$ cat config.mk
export PLATFORM = sky130hd
export DESIGN_NAME = dds_phase_accum
export DESIGN_NICKNAME = d
export VERILOG_FILES = /design/src/rtl/dds_pa_pkg.sv /design/src/rtl/dds_phase_core.sv /design/src/rtl/dds_ftw_watch.sv /design/src/rtl/dds_grp_tracker.sv /design/src/rtl/dds_phase_accum.sv
export SDC_FILE = /design/constraint.sdc
export NUM_CORES = 1
export LEC_CHECK = 0
export BUFFER_PORTS_ARGS = -buffer_cell sky130_fd_sc_hd__buf_2
export CORE_MARGIN = 1
export CORE_UTILIZATION = 45
export DETAILED_ROUTE_END_ITERATION = 7
export PLACE_DENSITY_LB_ADDON = 0.1
export SYNTH_ARGS = -nofsm -noshare
export SYNTH_HDL_FRONTEND = slang
export SYNTH_SLANG_ARGS = --single-unit
$ cat constraint.sdc
create_clock -name clk -period 2.7 [get_ports clk]
set_clock_uncertainty 0.2 [all_clocks]
set_input_delay 0.27 -clock clk [delete_from_list [all_inputs] [get_ports clk]]
set_output_delay 0.27 -clock clk [all_outputs]
set_load 0.05 [all_outputs]
$ cat src/rtl/dds_pa_pkg.sv
package dds_pa_pkg;

    // Tracking states of the repetition-period measurement
    typedef enum logic [1:0] {
        ST_SEEK    = 2'd0,
        ST_MEASURE = 2'd1,
        ST_LOCKED  = 2'd2
    } grp_state_e;

endpackage

$ cat src/rtl/dds_phase_core.sv
module dds_phase_core #(
    parameter int PHASE_W = 8
) (
    input  logic               clk,
    input  logic               rst,
    input  logic               en,
    input  logic [PHASE_W-1:0] ftw,
    output logic [PHASE_W-1:0] phase,
    output logic               ovf_pulse,
    output logic               zero_pulse,
    output logic               zero_step
);
    localparam int SUM_W = PHASE_W + 1;

    logic [SUM_W-1:0]   sum;
    logic [PHASE_W-1:0] phase_q;
    logic               ovf_q;
    logic               zero_q;
    logic               carry;
    logic               rem_is_zero;

    assign sum         = {1'b0, phase_q} + {1'b0, ftw};
    assign carry       = sum[PHASE_W];
    assign rem_is_zero = (sum[PHASE_W-1:0] == '0);
    assign zero_step   = en & carry & rem_is_zero;

    always_ff @(posedge clk) begin
        if (rst) begin
            phase_q <= '0;
            ovf_q   <= 1'b0;
            zero_q  <= 1'b0;
        end else if (en) begin
            phase_q <= sum[PHASE_W-1:0];
            ovf_q   <= carry;
            zero_q  <= carry & rem_is_zero;
        end else begin
            ovf_q   <= 1'b0;
            zero_q  <= 1'b0;
        end
    end

    assign phase      = phase_q;
    assign ovf_pulse  = ovf_q;
    assign zero_pulse = zero_q;


    zero_needs_ovf_chk: assert property (@(posedge clk) disable iff (rst)
        zero_pulse |-> (ovf_pulse && phase == '0));


    ovf_phase_drop_chk: assert property (@(posedge clk) disable iff (rst)
        ovf_pulse |-> (phase < $past(phase)));


    no_ovf_phase_rise_chk: assert property (@(posedge clk) disable iff (rst)
        (!ovf_pulse && $past(en) && !$past(rst)) |-> (phase >= $past(phase)));


    hold_when_idle_chk: assert property (@(posedge clk) disable iff (rst)
        !en |=> ($stable(phase) && !ovf_pulse && !zero_pulse));

endmodule

$ cat src/rtl/dds_ftw_watch.sv
module dds_ftw_watch #(
    parameter int PHASE_W = 8
) (
    input  logic               clk,
    input  logic               rst,
    input  logic [PHASE_W-1:0] ftw,
    output logic               ftw_changed
);
    logic [PHASE_W-1:0] ftw_last;

    always_ff @(posedge clk) begin
        ftw_last <= ftw;
    end

    assign ftw_changed = !rst && (ftw != ftw_last);

endmodule

$ cat src/rtl/dds_grp_tracker.sv
module dds_grp_tracker
    import dds_pa_pkg::*;
#(
    parameter int PHASE_W = 8
) (
    input  logic               clk,
    input  logic               rst,
    input  logic               en,
    input  logic               zero_step,
    input  logic               ftw_changed,
    output logic [PHASE_W:0]   period,
    output logic               period_valid
);
    localparam int CNT_W = PHASE_W + 1;
    localparam logic [CNT_W-1:0] CAP = CNT_W'(1) << PHASE_W;

    grp_state_e       state_q;
    grp_state_e       state_d;
    logic [CNT_W-1:0] cnt_q;
    logic [CNT_W-1:0] period_q;

    // State register
    always_ff @(posedge clk) begin
        if (rst) state_q <= ST_MEASURE;
        else     state_q <= state_d;
    end

    // Next-state logic
    always_comb begin
        state_d = state_q;
        if (ftw_changed) begin
            state_d = zero_step ? ST_MEASURE : ST_SEEK;
        end else begin
            unique case (state_q)
                ST_SEEK:    if (zero_step) state_d = ST_MEASURE;
                ST_MEASURE: if (zero_step) state_d = ST_LOCKED;
                ST_LOCKED:  state_d = ST_LOCKED;
                default:    state_d = ST_SEEK;
            endcase
        end
    end

    // Counter and period outputs
    always_ff @(posedge clk) begin
        if (rst) begin
            cnt_q    <= '0;
            period_q <= '0;
        end else if (ftw_changed) begin
            cnt_q    <= '0;
            period_q <= '0;
        end else if (en && state_q != ST_SEEK) begin
            if (zero_step) begin
                period_q <= cnt_q + 1'b1;
                cnt_q    <= '0;
            end else if (cnt_q != CAP) begin
                cnt_q    <= cnt_q + 1'b1;
            end
        end
    end

    assign period       = period_q;
    assign period_valid = (state_q == ST_LOCKED);


    period_range_chk: assert property (@(posedge clk) disable iff (rst)
        period_valid |-> (period != '0 && period <= CAP));


    change_drops_valid_chk: assert property (@(posedge clk) disable iff (rst)
        ftw_changed |=> !period_valid);


    first_zero_locks_chk: assert property (@(posedge clk) disable iff (rst)
        (zero_step && !ftw_changed && state_q == ST_MEASURE) |=> period_valid);


    idle_counter_hold_chk: assert property (@(posedge clk) disable iff (rst)
        (!en && !ftw_changed) |=> ($stable(cnt_q) && $stable(period_valid)));

endmodule

$ cat src/rtl/dds_phase_accum.sv
module dds_phase_accum #(
    parameter int PHASE_W = 8
) (
    input  logic               clk,
    input  logic               rst,
    input  logic               en,
    input  logic [PHASE_W-1:0] ftw,
    output logic [PHASE_W-1:0] phase,
    output logic               ovf_pulse,
    output logic               zero_pulse,
    output logic [PHASE_W:0]   period,
    output logic               period_valid
);
    logic zero_step;
    logic ftw_changed;

    dds_phase_core #(.PHASE_W(PHASE_W)) u_core (
        .clk        (clk),
        .rst        (rst),
        .en         (en),
        .ftw        (ftw),
        .phase      (phase),
        .ovf_pulse  (ovf_pulse),
        .zero_pulse (zero_pulse),
        .zero_step  (zero_step)
    );

    dds_ftw_watch #(.PHASE_W(PHASE_W)) u_watch (
        .clk         (clk),
        .rst         (rst),
        .ftw         (ftw),
        .ftw_changed (ftw_changed)
    );

    dds_grp_tracker #(.PHASE_W(PHASE_W)) u_track (
        .clk          (clk),
        .rst          (rst),
        .en           (en),
        .zero_step    (zero_step),
        .ftw_changed  (ftw_changed),
        .period       (period),
        .period_valid (period_valid)
    );

endmodule

== Yosys cells after proc, flatten, opt, wreduce, memory -nomap -nowiden ==
Index checks and enable logic that the tools add are counted.
Word-level totals
  register bits: 38
  input port bits: 11
  output and inout bits: 20
  word-level logic and storage cells: 38
Operators by class
  add/sub/neg operators: 2
  equality and inequality tests: 6
  muxes and demuxes: 7
  bitwise logic cells: 4
  reduce and logical (&&, ||, !) cells: 12
Operators by type and width (count)
  two-way mux 9 bit: 2
  adder 8 x 8 -> 9 bit: 1
  adder 9 x 1 -> 9 bit (second input constant): 1
  inequality test 9 bit (second input constant): 1
  logical NOT 8 bit: 1
  inequality test 8 bit: 1
  two-way mux 2 bit: 3
  inequality test 3 x 2 -> 1 bit (second input constant): 2
  one-hot mux 2 bit (3 select lines): 1
  AND reduction 2 bit: 3
  nonzero test 2 bit: 2
  OR reduction 2 bit: 2
  AND 1 bit: 3
  equality test 2 x 1 -> 1 bit (second input constant): 1
  equality test 2 bit (second input constant): 1
  logical AND 1 bit: 2
  logical NOT 2 bit: 1
  logical NOT 1 bit: 1
  two-way mux 1 bit: 1
  inverter 1 bit: 1

== Logic depth before layout (Yosys ltp) ==
  depth after elaboration: 6
  gate-level depth with buffers: 11
  mapped depth without buffers: 9

== By module ==
A second synthesis with hierarchy kept.
Unflattened totals
  cell total of the unflattened synthesis: 218
  area total of the unflattened synthesis: 2070.7 um^2
Modules (own cells, without submodules)
  dds_grp_tracker: times used 1, cells each 124, area an instance 1089.8 um^2, seq. area each 400.4 um^2
  dds_phase_core: times used 1, cells each 75, area an instance 733.2 um^2, seq. area each 200.2 um^2
  dds_ftw_watch: times used 1, cells each 19, area an instance 247.7 um^2, seq. area each 160.2 um^2

== Worst setup path after synthesis ==
No wires, ideal clock.
  kind: reg-to-reg
  start point: register u_core.phase_q[4], in the netlist u_core.phase[4]
  end point: register u_track.period_q[5], in the netlist u_track.period[5]
  library setup time: 0.079 ns
  arrival: 2.855 ns
  required time: 2.421 ns
  setup slack: -0.434 ns
  cell stages (with the launch flop): 11
  path buffers: 2
  period minus slack after synthesis: 3.134 ns
  cell sequence: dfxtp_1 > ha_1 > a21o_1 > a31o_1 > or3_4 > a2111oi_4 > and4b_1 > buf_6 > buf_8 > nor2_2 > a211oi_2
On the way
  longest elaborated chain between the ends: 4
  elaborated cells on any way between the ends: 5
  those cells by class: add/sub (1); bitwise (2); reduce/logical (2)
Ends and longest elaborated chain
  start, declared: line dds_phase_core.sv:16  | logic [PHASE_W-1:0] phase_q;
  start signal, assigned: line dds_phase_core.sv:33  | phase_q <= sum[PHASE_W-1:0];
  adder 8 x 8 -> 9 bit *: line dds_phase_core.sv:22  | assign sum = {1'b0, phase_q} + {1'b0, ftw};
  logical NOT 8 bit or AND 1 bit (tied branches): line dds_phase_core.sv:24, dds_phase_core.sv:25
  AND 1 bit *: line dds_phase_core.sv:25  | assign zero_step = en & carry & rem_is_zero;
  AND reduction 2 bit (no source line) *
  end signal, assigned: line dds_grp_tracker.sv:53  | period_q <= cnt_q + 1'b1;
  end, declared: line dds_grp_tracker.sv:20  | logic [CNT_W-1:0] period_q;
Every way passes the cells marked *; elsewhere a longest branch is shown, timed or not.
A chain may end at the register's enable or synchronous reset.

== Final worst setup path ==
  start point: register u_core.phase_q[0], in the netlist u_core.phase[0]
  end point: register u_track.cnt_q[7]
On the way
  longest elaborated chain between the ends: 5
  elaborated cells on any way between the ends: 7
  those cells by class: add/sub (1); mux (1); bitwise (2); reduce/logical (3)
Ends and longest elaborated chain
  adder 8 x 8 -> 9 bit *: line dds_phase_core.sv:22
  logical NOT 8 bit or AND 1 bit (tied branches): line dds_phase_core.sv:24, dds_phase_core.sv:25
  AND 1 bit *: line dds_phase_core.sv:25
  nonzero test 2 bit (no source line)
  AND reduction 2 bit (no source line)
  end signal, assigned: line dds_grp_tracker.sv:56  | cnt_q <= cnt_q + 1'b1;
  end, declared: line dds_grp_tracker.sv:19  | logic [CNT_W-1:0] cnt_q;
Marked as above.

==> flow_metrics.py <==
metrics = {
    "routing": {
        "drcViolationCount": 0,
        "antenna_left": 0,
        "firstDrtPassIters": 4,
        "wl_per_cell_um": 13.6,
        "drt_wl_total_um": 4390,
        "dr_total_vias": 1677,
        "routed_via_density": 5.19,
        "drt_iter0_drc": 89,
    },
    "setup_path": {
        "setup.worst_path.end": "u_track.cnt_q[7]",
        "reg2reg_from": "u_core.phase[0]",
        "path_common_cell": "a21o_1",
        "setup.worst_path.start_class": "register",
        "worstPathRequired_ns": 2.73,
        "rr_endpoint": "u_track.cnt_q[7]",
        "crit_arrival_ns": 2.76,
        "path_depth": 10,
        "startpoint": "u_core.phase[0]",
        "end_kind": "register",
        "cp.buffers_inverters": 1,
        "cp_slowest_stage_delay_ns": 0.36,
        "r2r_setup_slack_ns": -0.03,
        "path_class": "reg -> reg",
        "crit_slowest_cell": "fa_2",
        "critPathTopFamily": "compound AO/OA/AOI/OAI gates",
        "path_cells": "ha_4 > fa_2 > a21o_1 > a221oi_4 > a21o_1 > a2111oi_4 > and4b_2 > buf_6 > or2_4 > nor2_2",
        "worst-r2r-cell-count": 10,
        "worstPathMaxFanout": 5,
    },
    "die": {
        "core.rowCount": 23,
        "die_area_um2": 4650,
        "num_io_pins": 31,
        "core_um2": 4120,
        "die_h_um": 68.2,
        "start_util_pct": 47.9,
        "die_width_um": 68.2,
    },
    "grt": {
        "grt_pass1_vias": 1490,
        "grt-ovfl-total": 0,
        "grt_pass1_wl_um": 6940,
        "grt_start_max_net_pins": 13,
        "grtUsageTotal_pct": 20.6,
        "antenna_found_initial": 0,
    },
    "cells_and_area": {
        "syn_to_final_growth_pct": 33.8,
        "num_antenna_cells": 0,
        "layout-drive-gt1-share_pct": 37.4,
        "fin_area_um2": 2640,
        "final_cell_mix": "dfxtp_1, buf_2, buf_4",
        "fillers": 372,
        "final_common_cell": "dfxtp_1",
        "nets": 297,
    },
    "worst_hold_path": {
        "worstHoldStart": "ftw[3]",
        "holdCritPathClass": "in -> reg",
    },
    "yosys": {
        "synth_cell_types": 45,
        "synth_mux_area_share_pct": 4.57,
        "ys_top_cells_by_area": "dfxtp_1, ha_1, xnor2_1",
        "synth_async_sr_flop_share_pct": 0,
        "ys_seq_area_share_pct": 38.6,
        "synth_top_family_by_area": "simple AND/OR/NAND/NOR gates",
        "avgSynthCellArea_um2": 9.30,
        "synth-compound-area-share_pct": 15.9,
        "synthCells": 212,
        "synthAdderAreaFrac_pct": 9.26,
        "synth_top_cell_by_area": "dfxtp_1",
        "synthXorXnorAreaFrac_pct": 9.33,
        "syn-cell-area_um2": 1970,
        "ys_ff_latch": 38,
        "synth-simple-area-share_pct": 18.9,
        "syn-num-nets": 237,
        "ys_warn_count": 0,
        "synth_top_cell_area_share_pct": 38.6,
        "synth_top_flop_cell": "dfxtp_1",
        "synth-edff-count": 0,
    },
    "sta": {
        "fin_crit_ns": 2.73,
        "maxSlewViolCount": 0,
        "setup_viol": 10,
        "setup_ws_ns": -0.0300,
        "slew_headroom_pct": 70.1,
        "worstMarginPinSlew_ns": 0.446,
        "rsz0062_at_grt": "true",
        "hold_viol_final": 0,
        "finalCritPeriodShare_pct": 101,
        "holdWs_ns": 0.00813,
        "max_freq_ghz": 0.366,
    },
    "place": {
        "placed_cell_area_um2": 2380,
        "port_buffers": 30,
        "gp_congestion": 0.832,
        "place_ws_ns": -0.167,
        "hpwlAfterDp_um": 3170,
    },
    "power": {
        "p_leak_nw": 1.10,
        "p_per_area_nw_per_um2": 535,
        "ir_drop_uv": 390,
    },
    "clocking": {
        "cts_tree": "built",
        "cts_made_buffers": 5,
        "htree_levels": 2,
        "cts.clk_slew.worst_paths_ns": 0.08,
        "clock-sinks": 38,
        "clock-root-buffer": "clkbuf_8",
        "clock_latency_ns": 0.29,
        "cts_buffer_depth": 2,
    },
    "run_status": {
        "failed_checks": "negative setup slack",
        "status": "finished, violations left",
    },
    "flow_run": {
        "max_cap_violations": 0,
    },
}
[layer usage]
metal  track usage (%)  vias up  share of wire (%)  wire (um)
li1                  -      875                  -          -
met1              30.0      766                 55       2430
met2              28.9       29                 40       1750
met3              4.00        7                3.1        134
met4              9.38        0                1.6         70
met5                 0        -                  0          0
[per-stage QoR]
stage / utilization, % / cells / total power [mW] / setup TNS (ns)
CTS: 62.3 / 322 / 1.41 / -0.0321
detailed placement: 58.0 / 307 / 0.959 / -1.35
floorplan: - / 212 / 0.839 / -0.0452
finish: 64.1 / 323 / 1.41 / -0.155
global placement: 58.0 / 307 / 0.957 / -0.827
global route: 64.1 / 323 / 1.50 / -1.81
[repair_timing]
item	in CTS	in global routing
hold endpoints to repair	3	0
endpoints found under the setup margin	13	17
pin swaps	7	14
hold buffers	3	0
gates cloned	1	0
setup buffers	3	1
resized for setup	5	17
[state kept, by name (all words and copies together), names as in the netlist]
register           count
u_core.ovf_pulse       1
u_core.phase           8
u_core.zero_pulse      1
u_track.cnt_q          9
u_track.period         9
u_track.state_q        2
u_watch.ftw_last       8
[synthesized netlist by cell type, types with 2 or more instances]
master	n
dfxtp_1	38
nor2_1	28
ha_1	13
xnor2_1	13
nand2_1	12
mux2i_1	9
a211oi_1	8
nand3_1	8
xor2_1	8
a21o_1	6
a21oi_1	6
o21ai_0	6
a31oi_1	5
clkbuf_1	5
inv_1	5
nor3_1	4
and3_1	3
a211oi_2	2
nand2b_1	2
nand4_1	2
nor2_2	2
o21a_1	2
or3_1	2
or4_1	2
[cell families after synthesis]
kind of cell             count (synthesis)
AND/OR/NAND/NOR                         75
AO/OA/AOI/OAI                           42
flip-flops                              38
XOR/XNOR                                21
adder cells (fa/ha/maj)                 14
buffers and inverters                   13
multiplexers                             9
[cell type report]
class	instances	area (um2)	area share, %
tap	50	62.6	2.37
sequential	38	782	29.6
clock buffer	6	93.8	3.56
inverter	5	18.8	0.711
clock inverter	2	10.0	0.379
multi-input combinational	161	1270	48.0
timing repair buffer	61	405	15.4
[worst min-delay path by stage]
stage / depth (start not counted) / endpoint / slack, ns
5_1_grt: 2 / u_watch.ftw_last[2] / 0.008
4_1_cts: 2 / u_watch.ftw_last[3] / 0.0009
3_3_place_gp: 1 / u_watch.ftw_last[5] / 0.22
2_1_floorplan: 0 / u_watch.ftw_last[0] / 0.1
6_report: 2 / u_watch.ftw_last[3] / 0.008
3_5_place_dp: 1 / u_watch.ftw_last[5] / 0.22
[power breakdown]
group | switching (mW) | leakage (nW) | total (mW) | internal (mW)
Sequential | 0.0171 | 0.315 | 0.602 | 0.585
Combinational | 0.205 | 0.725 | 0.374 | 0.169
Clock | 0.201 | 0.0561 | 0.436 | 0.235
Total | 0.424 | 1.10 | 1.41 | 0.989
(Power assumes the default switching activity.)
